$ cat config.mk
export PLATFORM = sky130hd
export DESIGN_NAME = slot_status_regs
export DESIGN_NICKNAME = d
export VERILOG_FILES = /design/src/rtl/slot_regs_pkg.sv /design/src/rtl/slot_sync.sv /design/src/rtl/slot_event_latch.sv /design/src/rtl/slot_read_mux.sv /design/src/rtl/slot_status_regs.sv
export SDC_FILE = /design/constraint.sdc
export NUM_CORES = 1
export LEC_CHECK = 0
export CORE_MARGIN = 5
export CORE_UTILIZATION = 23
export CTS_BUF_LIST = sky130_fd_sc_hd__clkbuf_2
export CTS_CLUSTER_DIAMETER = 150
export DETAILED_ROUTE_END_ITERATION = 8
export GPL_TIMING_DRIVEN = 0
export PLACE_DENSITY = 0.84
export SLEW_MARGIN = 25
export SYNTH_ARGS = -nofsm -noshare
export SYNTH_HDL_FRONTEND = slang
export SYNTH_SLANG_ARGS = --single-unit
$ cat constraint.sdc
create_clock -name clk -period 3.32 [get_ports clk]
set_clock_uncertainty 0.1 [all_clocks]
set_input_delay 0.664 -clock clk [delete_from_list [all_inputs] [get_ports clk]]
set_output_delay 0.664 -clock clk [all_outputs]
set_load 0.02 [all_outputs]
$ cat src/rtl/slot_regs_pkg.sv
package slot_regs_pkg;
  localparam int DATA_W     = 32;
  localparam int NUM_WORDS  = 4;
  localparam int WP_BIT     = 0;
  localparam int CARD_BIT   = 3;
  localparam logic [DATA_W-1:0] ID_WORD     = 32'h4103_4003;
  localparam logic [DATA_W-1:0] DECODE_WORD = 32'h0000_0011;
  localparam logic [DATA_W-1:0] CLR_MASK    = DATA_W'(1) << CARD_BIT;

  typedef enum int {
    IDX_ID     = 0,
    IDX_PROG   = 1,
    IDX_STATUS = 2,
    IDX_DECODE = 3
  } word_idx_e;

  function automatic logic [DATA_W-1:0] pack_status(input logic wp, input logic card);
    logic [DATA_W-1:0] w;
    w = '0;
    w[WP_BIT]   = wp;
    w[CARD_BIT] = card;
    return w;
  endfunction

  function automatic logic clear_hit(input logic [DATA_W-1:0] wdata);
    return |(wdata & CLR_MASK);
  endfunction
endpackage

$ cat src/rtl/slot_sync.sv
module slot_sync #(
  parameter int WIDTH  = 2,
  parameter int STAGES = 2
) (
  input  logic             clk,
  input  logic             rst_n,
  input  logic [WIDTH-1:0] async_i,
  output logic [WIDTH-1:0] sync_o
);
  logic [WIDTH-1:0] stage_q [STAGES];

  for (genvar s = 0; s < STAGES; s++) begin : g_stage
    if (s == 0) begin : g_first
      always_ff @(posedge clk) begin
        if (!rst_n) stage_q[s] <= '0;
        else        stage_q[s] <= async_i;
      end
    end else begin : g_next
      always_ff @(posedge clk) begin
        if (!rst_n) stage_q[s] <= '0;
        else        stage_q[s] <= stage_q[s-1];
      end
    end
  end

  assign sync_o = stage_q[STAGES-1];
endmodule

$ cat src/rtl/slot_event_latch.sv
module slot_event_latch (
  input  logic clk,
  input  logic rst_n,
  input  logic set_i,
  input  logic clr_i,
  output logic q_o
);
  always_ff @(posedge clk) begin
    if (!rst_n)     q_o <= 1'b0;
    else if (set_i) q_o <= 1'b1;
    else if (clr_i) q_o <= 1'b0;
  end
endmodule

$ cat src/rtl/slot_read_mux.sv
module slot_read_mux
  import slot_regs_pkg::*;
#(
  parameter int IDX_W = 4
) (
  input  logic              rd_i,
  input  logic [IDX_W-1:0]  idx_i,
  input  logic [DATA_W-1:0] status_i,
  output logic [DATA_W-1:0] rdata_o
);
  always_comb begin
    rdata_o = '0;
    if (rd_i) begin
      case (int'(idx_i))
        IDX_ID:     rdata_o = ID_WORD;
        IDX_PROG:   rdata_o = '0;
        IDX_STATUS: rdata_o = status_i;
        IDX_DECODE: rdata_o = DECODE_WORD;
        default:    rdata_o = '0;
      endcase
    end
  end
endmodule

$ cat src/rtl/slot_status_regs.sv
module slot_status_regs
  import slot_regs_pkg::*;
#(
  parameter int IDX_W       = 4,
  parameter int SYNC_STAGES = 2
) (
  input  logic              clk,
  input  logic              rst_n,
  input  logic              bus_en,
  input  logic              bus_wr,
  input  logic [IDX_W-1:0]  bus_idx,
  input  logic [DATA_W-1:0] bus_wdata,
  output logic [DATA_W-1:0] bus_rdata,
  input  logic              wp_in,
  input  logic              card_in,
  output logic              card_irq
);
  localparam int NUM_IN = 2;

  logic [NUM_IN-1:0] raw_in;
  logic [NUM_IN-1:0] synced;
  logic              wp_sync;
  logic              card_sync;
  logic              clr_evt;
  logic              rd_evt;
  logic              card_flag;
  logic [DATA_W-1:0] status_word;

  assign raw_in    = {card_in, wp_in};
  assign wp_sync   = synced[0];
  assign card_sync = synced[1];

  slot_sync #(.WIDTH(NUM_IN), .STAGES(SYNC_STAGES)) u_sync (
    .clk     (clk),
    .rst_n   (rst_n),
    .async_i (raw_in),
    .sync_o  (synced)
  );

  assign clr_evt = bus_en && bus_wr && (int'(bus_idx) == IDX_STATUS)
                   && clear_hit(bus_wdata);
  assign rd_evt  = bus_en && !bus_wr;

  slot_event_latch u_latch (
    .clk   (clk),
    .rst_n (rst_n),
    .set_i (card_sync),
    .clr_i (clr_evt),
    .q_o   (card_flag)
  );

  assign status_word = pack_status(wp_sync, card_flag);
  assign card_irq    = card_flag;

  slot_read_mux #(.IDX_W(IDX_W)) u_rmux (
    .rd_i     (rd_evt),
    .idx_i    (bus_idx),
    .status_i (status_word),
    .rdata_o  (bus_rdata)
  );
endmodule

==> summary.md <==
| Metric | Value |
|---|---|
| Post-synthesis xor/xnor area fraction | 0 |
| FF+latch area | ~100 sq um |
| Routability cong. | 0.614 |
| Global-route track usage on met2 | 0.119 |
| Die width | 53.8 um |
| Met1 usage | 0.0662 |
| Pleak | ~0.00044 uW |
| Hold Crit Endpoint | u_sync.stage_q[1][1] |
| Synth Area in Adders | 0 |
| ANT cells | 0 |
| Post-DP HPWL | 967 um |
| CP Launch Type | input pin |
| GRT busiest layer | met2 |
| Synth Area in Compound Gates | 0.0538 |
| Cts bufs inserted | 3 |
| H-tree depth | 1 |
| Multi-input logic area | between 200 and 250 sq um |
| # rows | 15 |
| VDD IR max | ~0.15 mV |
| Reg clk slew, reported paths | roughly 0.06 ns |
| Met3 Track Usage GR | 0.0637 |
| WP data arrival | about 2.5 ns |
| Clock Path Buffers | 2 |
| Clock root cell | clkbuf_2 |
| Worst skew pair latency | between 0.2 and 0.25 ns |
| Final setup fails | 0 |
| Syn-to-layout area delta | 76.8% |
| Category of the most critical setup path | in -> out |
| Port bufs | 20 |
| Seq/Total Area, Yosys | 0.227 |
| Total Wirelength | 1080 um |
| 1st-iter DRT viols | 1 |
| Die area | around 0.0029 sq mm |
| Min Hold Slack | 0.337 ns |
| Synth Register Bits | 5 |
| IO Pins | between 70 and 80 |
| Initial Utilization | 0.248 |
| Final Hold Fails | 0 |
| Via Count | 418 |
| Crit-path max FO | 3 |
| Slew Limit Fails | 0 |
| Remaining DRCs | 0 |
| Layout cell share with drive strength beyond 1 | 0.388 |
| R2r setup slk | ~2.5 ns |
| Cells on worst reg2reg path | 2 |
| 1st-pass router iterations | 2 |
| Tmin final | approximately 3.2 ns |
| Simple-gate area share of the yosys netlist | 0.227 |
| Hold path cells | 1 |
| Post-Synthesis Cells | approximately 50 |
| Core area | roughly 0.0018 sq mm |
| CTS tree | done |
| Largest family of logic cells by synthesized area | buffers and inverters |
| Vias per inst | ~3.4 |
| RSZ-0062 raised after global routing | no |
| Mux cell area share after synthesis | 0 |
| Vias in the first global route | just under 400 |
| Synth Cell Area | approximately 440 sq um |
| Hold Buf Count CTS | 0 |
| Largest cells by area after synthesis | buf_4 (48%), dfxtp_1 (23%), and2_1 (5.7%) |
| Yosys top cell area share | 0.476 |
| Final critical-path share of the clock period | 0.978 |
| Commonest non-fill, non-tap cell in the layout | buf_4 |
| First-pass GRT wire length | 1520 um |
| Design Power | between 150 and 200 uW |
| Crit path from | bus_wr |
| Filler cells | around 180 |
| HP Start | u_sync.stage_q[0][1] |
| Fin util | 0.438 |
| Yosys warns | 0 |
| Overall routing resource usage | 0.0751 |
| Setup crit end kind | output port |
| Post-synth top area cell | buf_4 |
| Final #Nets | 141 |
| PwrDens | between 200 and 250 mW/mm^2 |
| R2r endpoint | u_latch.q_o |
| Largest net degree at the start of global routing | 6 |
| Detail Route Antenna Nets | 0 |
| HP Class | reg -> reg |
| Syn Area/Cell | between 8 and 9 sq um |
| Max cap viols | 0 |
| CTS sink cnt | 5 |
| Wirelength per Cell | 8.76 um |
| Peak Freq | 308 MHz |
| Gr ovfl total | 0 |
| Most frequent cells in the layout | buf_4 (30), conb_1 (23), clkdlybuf4s50_1 (14) |
| Status | complete, no violations |
| Synth cell types | 15 |
| Worst Path Required | 2.56 ns |
| Die height | 53.8 um |
| Reg-to-Reg Start | u_sync.stage_q[1][1] |
| Initial antenna violation count | 0 |
## area by class of cell
type | instances | share of cell area
sequential | 5 | 0.128
buffer | 28 | 0.269
timing repair buffer | 21 | 0.255
inverter | 1 | 0.00481
multi-input combinational | 39 | 0.277
tap | 25 | 0.0401
clock buffer | 4 | 0.0256
## metrics by stage
| step | cells | setup slack [ns] | TNS, ns | area (sq um) |
|---|---|---|---|---|
| after global placement | 118 | -0.173 | -0.937 | 756 |
| after floorplan | 73 | 0.679 | 0 | 524 |
| after global routing | 123 | 0.00536 | 0 | 781 |
| final | 123 | 0.0737 | 0 | 781 |
| after detailed placement | 118 | -0.216 | -1.15 | 756 |
| after CTS | 123 | 0.0745 | 0 | 781 |
## where the power goes
part	internal, uW	total, uW	switching [uW]
combinational	35.7	73.6	37.8
sequential	63.0	63.9	0.958
clock	31.9	55.6	23.7
total	131	193	62.5
## state kept, by name, summed over array words and instances, names as in the netlist
| name | flops |
|---|---|
| u_sync.stage_q | 4 |
| u_latch.q_o | 1 |
## cell families (layout without fill, tap and decap cells)
kind of cell	Yosys count	count (layout)
AND/OR/NAND/NOR	13	13
other	1	23
AO/OA/AOI/OAI	3	3
buffers and inverters	29	54
flip-flops	5	5
## layer usage
metal	up-vias	share of wire	routed length, um
met5	-	0	0
met2	39	0.39	419
met1	170	0.34	362
li1	209	-	-
met4	0	0	0
met3	0	0.27	296
## cells in the mapped netlist (all sizes together)
cell type and number:
buf 28, dfxtp 5, a211oi 1, nor3 1, a31oi 1, nor3b 1, o21ai 1, nor2b 2
conb 1, and2 4, and3b 1, inv 1, or4b 1, nor4b 1, and3 2
## critical path, stage by stage
cell and delay, ns:
clkdlybuf4s50_1 0.45, or4b_4 0.58, a211oi_2 0.16, clkdlybuf4s50_1 0.63
## worst max path at each step
stage	end	cells past startpoint
2_1_floorplan	bus_rdata[14]	3
3_3_place_gp	bus_rdata[17]	5
3_5_place_dp	bus_rdata[16]	5
4_1_cts	bus_rdata[16]	6
5_1_grt	bus_rdata[16]	6
6_report	bus_rdata[0]	4
## repair_timing
item / in CTS / in global routing
gates resized for setup: 7 / 0
endpoints found under the setup margin: 6 / 0
buffers inserted: 1 / 0
Power figures use the tool's default switching activity.
